`src/rtl/norm_shift_pkg.sv`:
```
package norm_shift_pkg;
    // Default width of one priority group; the word holds two groups.
    localparam int unsigned DEF_GROUP_W = 9;

    // Which group supplies the mark for the current word.
    typedef enum logic [1:0] {
        SEL_NONE  = 2'd0,
        SEL_LOWER = 2'd1,
        SEL_UPPER = 2'd2
    } grp_sel_e;
endpackage

```
`src/rtl/lead_chain.sv`:
```
// Ripple chain: the tap carries 0 above the first set bit and 1 from it
// downward; the XOR of neighbouring taps isolates that first set bit.
module lead_chain #(
    parameter int unsigned W = 9
) (
    input  logic [W-1:0] bits,
    output logic [W-1:0] mark,
    output logic         any
);
    logic [W:0] seen;

    assign seen[W] = 1'b0;

    for (genvar i = 0; i < W; i++) begin : g_tap
        assign seen[i] = seen[i+1] | bits[i];
        assign mark[i] = seen[i] ^ seen[i+1];
    end

    assign any = seen[0];
endmodule

```
`src/rtl/mark_to_count.sv`:
```
// Converts a one-hot mark into a leading-zero count (MSB-relative).
module mark_to_count #(
    parameter int unsigned W  = 18,
    parameter int unsigned CW = 5
) (
    input  logic [W-1:0]  mark,
    output logic [CW-1:0] count
);
    always_comb begin
        count = '0;
        for (int i = 0; i < W; i++) begin
            if (mark[i]) begin
                count = count | CW'(W - 1 - i);
            end
        end
    end
endmodule

```
`src/rtl/norm_shift_select.sv`:
```
module norm_shift_select
    import norm_shift_pkg::*;
#(
    parameter int unsigned GROUP_W = DEF_GROUP_W,
    localparam int unsigned DATA_W = 2 * GROUP_W,
    localparam int unsigned CNT_W  = $clog2(DATA_W)
) (
    input  logic              clk,
    input  logic              rst,
    input  logic              in_valid,
    input  logic [DATA_W-1:0] in_word,
    output logic              out_valid,
    output logic [DATA_W-1:0] mark_q,
    output logic              zero_q,
    output logic [CNT_W-1:0]  lzc_q
);
    logic [1:0][GROUP_W-1:0] grp_mark;
    logic [1:0]              grp_any;
    logic                    upper_clear;
    grp_sel_e                sel;
    logic [DATA_W-1:0]       mark_d;
    logic [CNT_W-1:0]        lzc_d;

    // Group 0 is the lower half, group 1 the upper half.
    for (genvar g = 0; g < 2; g++) begin : g_grp
        lead_chain #(.W(GROUP_W)) u_chain (
            .bits (in_word[g*GROUP_W +: GROUP_W]),
            .mark (grp_mark[g]),
            .any  (grp_any[g])
        );
    end

    // Wide NOR over the upper half gates the lower half's mark.
    assign upper_clear = ~|in_word[DATA_W-1:GROUP_W];

    always_comb begin
        if (!upper_clear)      sel = SEL_UPPER;
        else if (grp_any[0])   sel = SEL_LOWER;
        else                   sel = SEL_NONE;
    end

    always_comb begin
        unique case (sel)
            SEL_UPPER: mark_d = {grp_mark[1], {GROUP_W{1'b0}}};
            SEL_LOWER: mark_d = {{GROUP_W{1'b0}}, grp_mark[0]};
            SEL_NONE:  mark_d = '0;
            default:   mark_d = '0;
        endcase
    end

    mark_to_count #(.W(DATA_W), .CW(CNT_W)) u_count (
        .mark  (mark_d),
        .count (lzc_d)
    );

    always_ff @(posedge clk) begin
        if (rst) begin
            mark_q    <= '0;
            zero_q    <= 1'b0;
            lzc_q     <= '0;
            out_valid <= 1'b0;
        end else begin
            mark_q    <= mark_d;
            zero_q    <= (sel == SEL_NONE);
            lzc_q     <= lzc_d;
            out_valid <= in_valid;
        end
    end
endmodule

```
`config.mk`:
```
export PLATFORM = sky130hd
export DESIGN_NAME = norm_shift_select
export DESIGN_NICKNAME = d
export VERILOG_FILES = /design/src/rtl/norm_shift_pkg.sv /design/src/rtl/lead_chain.sv /design/src/rtl/mark_to_count.sv /design/src/rtl/norm_shift_select.sv
export SDC_FILE = /design/constraint.sdc
export NUM_CORES = 1
export LEC_CHECK = 0
export CAP_MARGIN = 20
export CELL_PAD_IN_SITES_DETAIL_PLACEMENT = 1
export CELL_PAD_IN_SITES_GLOBAL_PLACEMENT = 2
export CORE_ASPECT_RATIO = 1.75
export CORE_MARGIN = 4
export CORE_UTILIZATION = 22
export CTS_BUF_LIST = sky130_fd_sc_hd__clkbuf_4 sky130_fd_sc_hd__clkbuf_8 sky130_fd_sc_hd__clkbuf_16
export DETAILED_ROUTE_END_ITERATION = 10
export PLACE_DENSITY = 0.74
export SYNTH_ARGS = -nofsm -noshare
export SYNTH_HDL_FRONTEND = slang
export SYNTH_SLANG_ARGS = --single-unit
```
`constraint.sdc`:
```
create_clock -name clk -period 2.3 [get_ports clk]
set_clock_uncertainty 0.1 [all_clocks]
set_input_delay 0.46 -clock clk [delete_from_list [all_inputs] [get_ports clk]]
set_output_delay 0.46 -clock clk [all_outputs]
set_load 0.01 [all_outputs]
```
## After elaboration in Yosys (flattened, before gate mapping)

Index checks and enable logic that the tools add are counted.

- Flip-flop bits (word level): 25
- Bits of input ports: 21
- Output and inout bits: 25

- Equal/unequal tests: 2
- Muxes and demuxes: 20
- Bitwise operators: 32
- Reductions and logical operators: 2

Operators with widths:

| operator | count |
|---|---|
| $pmux 18 s2 | 1 |
| $mux 4 | 8 |
| $or 1x1->1 | 16 |
| $xor 1x1->1 | 16 |
| $mux 3 | 4 |
| $mux 5 | 2 |
| $reduce_or 9->1 | 1 |
| $mux 2 | 3 |
| $eq 2x1->1 const B | 1 |
| $eq 2x2->1 const B | 1 |
| $logic_not 2->1 | 1 |
| $mux 1 | 2 |

## Logic depth before layout (Yosys ltp)

Gate-level depths: netlist (run 1).

- Word-level depth: 29
- Depth in mapped cells: 5
- Depth with buffers taken out: 4

## Hierarchy

From an unflattened synthesis (run 1), not the netlist that was laid out.

- Cell total of the unflattened synthesis: 160
- Area, all modules: 1393.8 um^2

Modules (own cells, without submodules):

| module | times used | cells an instance | area each (um^2) |
|---|---|---|---|
| norm_shift_select | 1 | 115 | 1113.6 |
| lead_chain | 2 | 16 | 102.6 |
| mark_to_count | 1 | 13 | 75.1 |

## Worst setup path before layout (run 1)

OpenSTA, ideal clock, no wires.

- Path type: input to register
- Start point: in in_word[6]
- End point: reg mark_q[5]
- Arrival time: 1610 ps
- Required time: 2083 ps
- Path slack: 474 ps
- Cell stages on the path: 5
- Buffers on the path: 1
- Cell sequence: or4_1 buf_2 nor4_4 a21oi_2 and4b_1

- Word-level cells in the longest chain between the ends: 11

Ends and longest elaborated chain:

| element | RTL line | text |
|---|---|---|
| start: declaration | norm_shift_select.sv:11 | `input logic [DATA_W-1:0] in_word,` |
| $or 1x1->1 (*) | lead_chain.sv:15 | `assign seen[i] = seen[i+1] \| bits[i];` |
| $or 1x1->1 (6 in series) | lead_chain.sv:15 |  |
| $mux 1 | norm_shift_select.sv:38 | `else if (grp_any[0]) sel = SEL_LOWER;` |
| $mux 2 | norm_shift_select.sv:37 | `if (!upper_clear) sel = SEL_UPPER;` |
| $eq 2x1->1 / $eq 2x2->1 (equally long branches) | norm_shift_select.sv:43 | `unique case (sel)` |
| $pmux 18 s2 (*) | norm_shift_select.sv:43 |  |
| end signal: assignment | norm_shift_select.sv:63 | `mark_q <= mark_d;` |
| end: declaration | norm_shift_select.sv:13 | `output logic [DATA_W-1:0] mark_q,` |

Mark *: on every way between the ends. The rest lies on a longest branch, timed or not.
A chain may end at the register's enable or synchronous reset.

## Worst setup path after layout (run 1)

- Start point: in in_word[6]
- End point: reg lzc_q[1]

- Word-level cells in the longest chain between the ends: 25

Ends and longest elaborated chain:

| element | RTL line | text |
|---|---|---|
| $or 1x1->1 (*) | lead_chain.sv:15 |  |
| $or 1x1->1 (6 in series) | lead_chain.sv:15 |  |
| $mux 1 | norm_shift_select.sv:38 |  |
| $mux 2 | norm_shift_select.sv:37 |  |
| $eq 2x1->1 / $eq 2x2->1 (equally long branches) | norm_shift_select.sv:43 |  |
| $pmux 18 s2 (*) | norm_shift_select.sv:43 |  |
| $mux 4 (8 in series) | mark_to_count.sv:12 | `if (mark[i]) begin` |
| $mux 3 (4 in series) | mark_to_count.sv:12 |  |
| $mux 2 | mark_to_count.sv:12 |  |
| $mux 2 (*) | mark_to_count.sv:12 |  |
| end signal: assignment | norm_shift_select.sv:65 | `lzc_q <= lzc_d;` |
| end: declaration | norm_shift_select.sv:15 | `output logic [CNT_W-1:0] lzc_q` |

Marks and branches as above.

==> results of run 1 <==
## how the worst max path moves through the flow
| stage | from | to | depth (start not counted) |
|---|---|---|---|
| 3_5_place_dp | in_word[6] | lzc_q[1]$_SDFF_PP0_ | 6 |
| 6_report | in_word[6] | lzc_q[1]$_SDFF_PP0_ | 6 |
| 5_1_grt | in_word[6] | lzc_q[1]$_SDFF_PP0_ | 6 |
| 3_3_place_gp | in_word[9] | mark_q[3]$_SDFF_PP0_ | 5 |
| 4_1_cts | in_word[6] | lzc_q[1]$_SDFF_PP0_ | 6 |
| 2_1_floorplan | in_word[6] | mark_q[5]$_SDFF_PP0_ | 5 |
## through the flow
step | setup WS, ns | area, um^2 | instances
2_1_floorplan | 0.474 | 926 | 94
3_3_place_gp | -0.0157 | 1560 | 203
3_5_place_dp | -0.0554 | 1560 | 203
4_1_cts | 0.224 | 1610 | 207
5_1_grt | 0.151 | 1610 | 207
6_report | 0.250 | 1610 | 207
## registers in the layout (all words and copies together), names as in the netlist
name,count
mark_q,18
lzc_q,5
out_valid,1
zero_q,1
## final cells by class
type | instances | share of cell area (%)
inverters | 4 | 0.935
clock buffers | 4 | 3.04
repair buffers | 62 | 36.0
well taps | 49 | 3.82
flip-flops and latches | 25 | 31.2
multi-input cells | 63 | 25.0
## logic make-up (layout without fill, tap and decap cells)
kind of cell	count (synthesis)	in the layout	share of synthesized area, %
flip-flops	25	25	54.1
AO/OA/AOI/OAI	13	13	9.46
AND/OR/NAND/NOR	50	50	33.9
buffers and inverters	6	70	2.57
## synthesized netlist by cell type
cell type,n,area (um^2)
dfxtp_1,25,500
nor2_1,12,45.0
and2_1,5,31.3
inv_1,4,15.0
nor2b_1,4,25.0
nor3_1,4,20.0
nor4_1,4,25.0
a21oi_1,3,15.0
and3_1,3,18.8
nand2_1,3,11.3
nand2b_1,2,12.5
nor3_2,2,20.0
nor4b_1,2,17.5
o21ai_0,2,10.0
or4_1,2,15.0
a211oi_1,1,7.51
a21oi_2,1,8.76
a221oi_1,1,8.76
and4b_1,1,10.0
buf_2,1,5.00
clkbuf_1,1,3.75
nand3_1,1,5.00
nand4_1,1,6.26
nor4_4,1,21.3
nor4b_2,1,15.0
o211ai_1,1,7.51
o21bai_1,1,7.51
o22ai_1,1,6.26
o2bb2ai_1,1,8.76
o31ai_1,1,7.51
or3_1,1,6.26
or3b_2,1,8.76
## power by group
part,total (mW),internal (mW),leakage [nW],switching [mW]
sequential,0.440,0.438,0.203,0.00151
combinational,0.120,0.0686,0.385,0.0511
clock,0.270,0.136,0.0262,0.134
total,0.829,0.642,0.614,0.187
## metal layers
| metal | global-route usage, % | up-vias | wire [um] |
|---|---|---|---|
| li1 | - | 461 | - |
| met1 | 11.7 | 449 | 1080 |
| met2 | 23.2 | 33 | 1750 |
| met3 | 2.34 | 7 | 150 |
| met4 | 5.80 | 0 | 73 |
| met5 | 0 | - | 0 |
==> metrics.csv, run 1 <==
stage,metric,value,unit
clock_network,Hold Buf Count CTS,0,
placed_design,hpwl dp,2.49,mm
logic_synthesis,Cells after Synth,94,
critical_path,highest-delay cell along the critical path,or4_1,
clock_network,TritonCTS Buffers,3,
hold_path,Hold Path Class,in2reg,
clock_network,Sink Count,25,
final_layout,share of cells above drive strength 1,17.1,%
power_and_ir_drop,power per standard cell area,516,mW/mm^2
final_layout,"Area growth, synth to finish",73.4,%
die,I/O pin count,46,
die,FP Rows,31,
detailed_routing,Routed WL,3.05,mm
logic_synthesis,post-synthesis sequential area ratio,54.1,%
placed_design,GPL Wtd Cong,0.725,
critical_path,worst path cell trace,"clkdlybuf4s50_1, or4_1, buf_4, nor4b_2, o211ai_1, a21oi_1",
sta,slew margin rel.,77.8,%
final_layout,diodes inserted,0,
logic_synthesis,synthesized area,926,um^2
final_layout,"commonest non-fill, non-tap cell in the layout",clkdlybuf4s50_1,
final_layout,"commonest non-fill, non-tap cells in the layout","clkdlybuf4s50_1, dfxtp_1, buf_4",
power_and_ir_drop,Design Power,829,uW
global_routing,first-pass GRT wire length,4.87,mm
die,Die W,57.0,um
sta,Max Freq,488,MHz
sta,Fin. Hold Viols,0,
clock_network,post-cts resize count,0,
critical_path,"delay-heaviest family, CP",simple AND/OR/NAND/NOR gates,
sta,RSZ-0062 raised after global routing,false,
sta,Setup TNS,0,ns
critical_path,CP required,2.40,ns
clock_network,Clock Pin Slew Worst Setup and Hold Paths,0.08,ns
logic_synthesis,synthesized flop and latch total,25,
detailed_routing,Detail Route Antenna Nets,0,
detailed_routing,via count,950,
sta,final worst path period share,89.1,%
detailed_routing,DR DRC count,0,
final_layout,register area,500,um^2
hold_path,worst hold path startpoint,in_valid,
clock_network,clock root buffer,clkbuf_8,
critical_path,CP Max Fanout,5,
clock_network,post-CTS setup repair buffer count,0,
global_routing,vias in the first global route,997,
sta,Hold WS,0.675,ns
critical_path,critical path arrival,2.15,ns
logic_synthesis,Ys Warns,0,
logic_synthesis,Mapped Nets,115,
global_routing,largest net degree at the start of global routing,14,
flow_run,Max-Cap Viols,0,
global_routing,Global Route Usage Sum,12.0,%
die,Die Height,93.8,um
detailed_routing,detailed-router iteration count before antenna repair,4,
sta,max-slew violations,0,
final_layout,fill cell count,496,
logic_synthesis,Yosys cell types,32,
clock_network,CTS tree,yes,
detailed_routing,drt via density,4.59,
global_routing,GRT overflow,0,
final_layout,multi-input logic area,402,um^2
die,Initial Utilization,22.5,%
hold_path,Hold Crit Depth,2,
sta,final setup fails,0,
critical_path,startpoint class of the critical path,primary input,
power_and_ir_drop,Max VDD drop,0.278,mV
logic_synthesis,Avg Synthesized Cell Area,9.85,um^2
hold_path,Hold EP,out_valid$_SDFF_PP0_,
detailed_routing,Detailed Route Iter0 Violations,13,
critical_path,CP Buf/Inv Count,2,
detailed_routing,WL/cell,14.7,um
status,status,"complete, no violations",
clock_network,H-tree Lvls,1,
critical_path,CP peak stage delay,0.61,ns
final_layout,final net count,180,
critical_path,CP Class,in2reg,
global_routing,antenna violations before repair,0,
sta,slew at the pin closest to its max-slew limit,0.330,ns
sta,Final Critical Period,2.05,ns
placed_design,IO Port Bufs,45,
clock_network,CTS Buffer Depth,2,
die,Die ar.,0.00535,mm^2
critical_path,CP Capture Type,flop,
final_layout,final core utilization,39.0,%
die,core area,0.00411,mm^2
power_and_ir_drop,static leakage,0.614,nW
Power figures use the tool's default switching activity.
==> run 2: changes to the inputs <==
CORE_UTILIZATION = 23   (was 22)
CTS_BUF_LIST = sky130_fd_sc_hd__clkbuf_2   (was sky130_fd_sc_hd__clkbuf_4 sky130_fd_sc_hd__clkbuf_8 sky130_fd_sc_hd__clkbuf_16)
PLACE_DENSITY = 0.77   (was 0.74)
SETUP_SLACK_MARGIN = 0.1   (was default)
==> metrics.csv, run 2 (same netlist as run 1, synthesis figures left out) <==
stage,metric,value,unit,change
status,status,"complete, no violations",,unchanged
clock_network,H-tree Lvls,1,,unchanged
sta,RSZ-0062 raised after global routing,false,,unchanged
detailed_routing,detailed-router iteration count before antenna repair,3,,was 4
detailed_routing,Detailed Route Iter0 Violations,5,,was 13
power_and_ir_drop,power per standard cell area,467,mW/mm^2,was 516 mW/mm^2
hold_path,Hold EP,out_valid$_SDFF_PP0_,,unchanged
global_routing,antenna violations before repair,0,,unchanged
final_layout,max reg flops,18,,unchanged
placed_design,placed inst area,0.00156,mm^2,about the same
sta,setup ws final,0.341,ns,was 0.250 ns
clock_network,CTS tree,yes,,unchanged
final_layout,Biggest register,mark_q,,unchanged
clock_network,TritonCTS Buffers,3,,unchanged
detailed_routing,DR DRC count,0,,unchanged
sta,Final Critical Period,1.96,ns,was 2.05 ns
sta,slew at the pin closest to its max-slew limit,0.413,ns,was 0.330 ns
hold_path,Hold Path Class,in2reg,,unchanged
placed_design,dpl ws,-0.0626,ns,was -0.0554 ns
critical_path,startpoint class of the critical path,primary input,,unchanged
final_layout,"commonest non-fill, non-tap cells in the layout","clkdlybuf4s50_1, dfxtp_1, buf_4",,unchanged
critical_path,CP Max Fanout,5,,unchanged
placed_design,hpwl dp,2.42,mm,was 2.49 mm
final_layout,fill cell count,455,,was 496
die,Initial Utilization,23.9,%,was 22.5%
critical_path,CP Capture Type,flop,,unchanged
critical_path,CP Class,in2reg,,unchanged
detailed_routing,via count,912,,was 950
final_layout,share of cells above drive strength 1,17.1,%,unchanged
final_layout,diodes inserted,0,,unchanged
clock_network,Sink Count,25,,unchanged
sta,Fin. Hold Viols,0,,unchanged
detailed_routing,Routed WL,2.85,mm,was 3.05 mm
global_routing,first-pass GRT wire length,4.57,mm,was 4.87 mm
placed_design,GPL Wtd Cong,0.753,,was 0.725
die,Die Height,91.9,um,was 93.8 um
power_and_ir_drop,static leakage,0.603,nW,was 0.614 nW
critical_path,crit path from,in_word[6],,unchanged
flow_run,Max-Cap Viols,0,,unchanged
hold_path,worst hold path startpoint,in_valid,,unchanged
final_layout,final net count,180,,unchanged
critical_path,critical path arrival,2.13,ns,was 2.15 ns
global_routing,Global Route Usage Sum,11.3,%,was 12.0%
clock_network,Clock Pin Slew Worst Setup and Hold Paths,0.24,ns,was 0.08 ns
die,core area,0.00387,mm^2,was 0.00411 mm^2
clock_network,Hold Buf Count CTS,0,,unchanged
global_routing,GRT overflow,0,,unchanged
die,I/O pin count,46,,unchanged
clock_network,CTS Buffer Depth,2,,unchanged
sta,final worst path period share,85.2,%,was 89.1%
final_layout,biggest regs,"mark_q x18, lzc_q x5",,unchanged
clock_network,post-cts resize count,0,,unchanged
die,Die ar.,0.00514,mm^2,was 0.00535 mm^2
final_layout,"commonest non-fill, non-tap cell in the layout",clkdlybuf4s50_1,,unchanged
sta,max-slew violations,0,,unchanged
clock_network,clock root buffer,clkbuf_2,,was clkbuf_8
critical_path,CP required,2.47,ns,was 2.40 ns
sta,final setup fails,0,,unchanged
detailed_routing,WL/cell,13.8,um,was 14.7 um
global_routing,vias in the first global route,987,,was 997
sta,Max Freq,511,MHz,was 488 MHz
hold_path,Hold Crit Depth,2,,unchanged
power_and_ir_drop,Max VDD drop,0.191,mV,was 0.278 mV
placed_design,IO Port Bufs,45,,unchanged
die,FP Rows,30,,was 31
detailed_routing,drt via density,4.43,,was 4.59
die,Die W,56.0,um,was 57.0 um
detailed_routing,Detail Route Antenna Nets,0,,unchanged
final_layout,post-route cell area,0.00158,mm^2,was 0.00161 mm^2
global_routing,largest net degree at the start of global routing,14,,unchanged
clock_network,post-CTS setup repair buffer count,0,,unchanged
final_layout,"Area growth, synth to finish",70.1,%,was 73.4%
sta,slew margin rel.,72.2,%,was 77.8%
==> run 2: routing by layer <==
layer / up-vias / share of wire (%) / global-route usage (%)
li1: 463 / - / -
met1: 423 / 36 / 10.6
met2: 24 / 58 / 23.0
met3: 2 / 4.7 / 2.39
met4: 0 / 1.1 / 3.56
met5: - / 0 / 0
==> run 2: through the flow <==
stage | power (mW) | hold slack (ns) | utilization [%] | setup TNS [ns] | instances
finish | 0.735 | 0.559 | 40.7 | 0 | 206
CTS | 0.745 | 0.564 | 40.7 | 0 | 206
detailed placement | 0.569 | 0.946 | 40.2 | -0.100 | 202
global placement | 0.567 | 0.937 | 40.2 | 0 | 202
global route | 0.768 | 0.544 | 40.7 | 0 | 206
floorplan | 0.479 | 0.429 | - | 0 | 94
==> run 2: worst max-delay path by stage <==
stage | end | slack (ns) | cells after the start
global placement | mark_q[5]$_SDFF_PP0_ | 0.007 | 5
global route | mark_q[5]$_SDFF_PP0_ | 0.29 | 5
finish | mark_q[5]$_SDFF_PP0_ | 0.34 | 5
floorplan | mark_q[5]$_SDFF_PP0_ | 0.47 | 5
CTS | mark_q[5]$_SDFF_PP0_ | 0.34 | 5
detailed placement | mark_q[5]$_SDFF_PP0_ | -0.06 | 5
==> run 2: worst max-delay path, stage by stage <==
cell and delay [ns]:
clkdlybuf4s50_1 0.41, or4_1 0.64, nor4_4 0.26, a21oi_2 0.14
and4b_1 0.21
==> run 2: cell type report <==
type                       count  area (um^2)  share of cell area (%)
clock buffer                   4         20.0                    1.27
multi-input combinational     63          402                    25.5
timing repair buffer          62          578                    36.7
sequential                    25          500                    31.8
inverter                       4         15.0                   0.953
tap                           48         60.1                    3.81
==> run 2: power breakdown <==
| group | leakage [nW] | internal, mW | switching (mW) | total (mW) |
|---|---|---|---|---|
| Clock | 0.0166 | 0.0460 | 0.129 | 0.175 |
| Sequential | 0.203 | 0.440 | 0.00121 | 0.441 |
| Combinational | 0.384 | 0.0691 | 0.0495 | 0.119 |
| Total | 0.603 | 0.555 | 0.180 | 0.735 |
==> run 3: changes to the inputs <==
CORE_MARGIN = default   (was 4)
==> metrics.csv, run 3 (same netlist as run 1, synthesis figures left out) <==
stage,metric,value,unit,change
critical_path,CP Capture Type,flop,,unchanged
critical_path,critical path arrival,2.17,ns,was 2.13 ns
final_layout,final core utilization,40.7,%,unchanged
sta,final setup fails,0,,unchanged
detailed_routing,Routed WL,2.86,mm,was 2.85 mm
critical_path,highest-delay cell along the critical path,or4_1,,unchanged
final_layout,Biggest register,mark_q,,unchanged
placed_design,dpl ws,-0.0942,ns,was -0.0626 ns
critical_path,"delay-heaviest family, CP",simple AND/OR/NAND/NOR gates,,unchanged
die,Initial Utilization,23.9,%,unchanged
detailed_routing,via count,931,,was 912
detailed_routing,drt via density,4.52,,was 4.43
final_layout,"Area growth, synth to finish",70.1,%,unchanged
sta,max-slew violations,0,,unchanged
final_layout,max reg flops,18,,unchanged
detailed_routing,DR DRC count,0,,unchanged
critical_path,CP Buf/Inv Count,1,,unchanged
critical_path,Critical Path End,mark_q[5]$_SDFF_PP0_,,unchanged
clock_network,CTS tree,yes,,unchanged
sta,final worst path period share,88.1,%,was 85.2%
sta,setup ws final,0.275,ns,was 0.341 ns
sta,Fin. Hold Viols,0,,unchanged
clock_network,Sink Count,25,,unchanged
clock_network,CTS Buffer Depth,2,,unchanged
die,Die Height,85.9,um,was 91.9 um
critical_path,crit path from,in_word[6],,unchanged
clock_network,H-tree Lvls,1,,unchanged
critical_path,worst path cell trace,"clkdlybuf4s50_1, or4_1, nor4_4, a21oi_2, and4b_1",,unchanged
critical_path,CP required,2.45,ns,was 2.47 ns
clock_network,Hold Buf Count CTS,0,,unchanged
hold_path,Hold Path Class,in2reg,,unchanged
power_and_ir_drop,power per standard cell area,462,mW/mm^2,was 467 mW/mm^2
die,I/O pin count,46,,unchanged
sta,slew at the pin closest to its max-slew limit,0.423,ns,was 0.413 ns
global_routing,vias in the first global route,1018,,was 987
final_layout,biggest regs,"mark_q x18, lzc_q x5",,unchanged
power_and_ir_drop,static leakage,0.603,nW,unchanged
critical_path,Crit. path cell count,5,,unchanged
final_layout,register area,500,um^2,unchanged
detailed_routing,Detail Route Antenna Nets,0,,unchanged
final_layout,"commonest non-fill, non-tap cells in the layout","clkdlybuf4s50_1, dfxtp_1, buf_4",,unchanged
critical_path,CP Class,in2reg,,unchanged
critical_path,CP Max Fanout,5,,unchanged
final_layout,share of cells above drive strength 1,17.1,%,unchanged
die,Die W,50.0,um,was 56.0 um
clock_network,clock root buffer,clkbuf_2,,unchanged
power_and_ir_drop,Max VDD drop,0.214,mV,was 0.191 mV
sta,Final Critical Period,2.03,ns,was 1.96 ns
clock_network,post-CTS setup repair buffer count,0,,unchanged
die,FP Rows,30,,unchanged
clock_network,TritonCTS Buffers,3,,unchanged
global_routing,antenna violations before repair,0,,unchanged
placed_design,hpwl dp,2.38,mm,was 2.42 mm
global_routing,first-pass GRT wire length,4.70,mm,was 4.57 mm
detailed_routing,Detailed Route Iter0 Violations,9,,was 5
status,status,"complete, no violations",,unchanged
global_routing,largest net degree at the start of global routing,14,,unchanged
clock_network,post-cts resize count,0,,unchanged
die,Die ar.,0.00429,mm^2,was 0.00514 mm^2
final_layout,"commonest non-fill, non-tap cell in the layout",clkdlybuf4s50_1,,unchanged
sta,slew margin rel.,71.5,%,was 72.2%
critical_path,CP peak stage delay,0.66,ns,was 0.64 ns
placed_design,IO Port Bufs,45,,unchanged
placed_design,GPL Wtd Cong,0.778,,was 0.753
sta,RSZ-0062 raised after global routing,false,,unchanged
global_routing,Global Route Usage Sum,14.7,%,was 11.3%
global_routing,GRT overflow,0,,unchanged
clock_network,Clock Pin Slew Worst Setup and Hold Paths,0.20,ns,was 0.24 ns
critical_path,startpoint class of the critical path,primary input,,unchanged
final_layout,multi-input logic area,402,um^2,unchanged
detailed_routing,detailed-router iteration count before antenna repair,4,,was 3
detailed_routing,WL/cell,13.9,um,was 13.8 um
sta,Max Freq,494,MHz,was 511 MHz
die,core area,0.00387,mm^2,unchanged
final_layout,final net count,180,,unchanged
final_layout,fill cell count,459,,was 455
flow_run,Max-Cap Viols,0,,unchanged
final_layout,diodes inserted,0,,unchanged
run 3: cell counts in the layout (fill, tap and decap cells not counted):
Identical to the previous run, type by type.
run 3: how the worst min path moves through the flow:
stage / slack (ns) / end / from / depth (start not counted)
after CTS: 0.56 / out_valid$_SDFF_PP0_ / in_valid / 2
final: 0.59 / out_valid$_SDFF_PP0_ / in_valid / 2
after global placement: 0.94 / out_valid$_SDFF_PP0_ / in_valid / 2
after detailed placement: 0.95 / out_valid$_SDFF_PP0_ / in_valid / 2
after global routing: 0.52 / out_valid$_SDFF_PP0_ / in_valid / 2
after floorplan: 0.43 / zero_q$_SDFF_PP0_ / in_word[0] / 1
run 3: power breakdown:
group	total, mW	switching, mW	internal, mW
Combinational	0.119	0.0498	0.0691
Clock	0.168	0.122	0.0460
Sequential	0.441	0.00138	0.440
Total	0.728	0.173	0.555
run 3: layer usage:
metal | vias up | part of all wire (%) | GRT usage, %
met1 | 437 | 35 | 14.0
met5 | - | 0 | 0
met2 | 25 | 60 | 29.5
met3 | 4 | 3.3 | 1.95
met4 | 0 | 1.6 | 7.01
li1 | 465 | - | -
run 3: area by class of cell:
type	count	area share [%]
Clock buffer	4	1.27
Multi-Input combinational cell	63	25.5
Timing Repair Buffer	62	36.7
Tap cell	48	3.81
Sequential cell	25	31.8
Inverter	4	0.953
run 3: metrics by stage:
step	instances	area, um^2	setup TNS (ns)	hold slack (ns)	power (mW)
3_5_place_dp	202	1560	-0.270	0.950	0.569
2_1_floorplan	94	926	0	0.429	0.479
3_3_place_gp	202	1560	0	0.936	0.567
5_1_grt	206	1580	0	0.516	0.778
6_report	206	1580	0	0.589	0.728
4_1_cts	206	1580	0	0.560	0.746
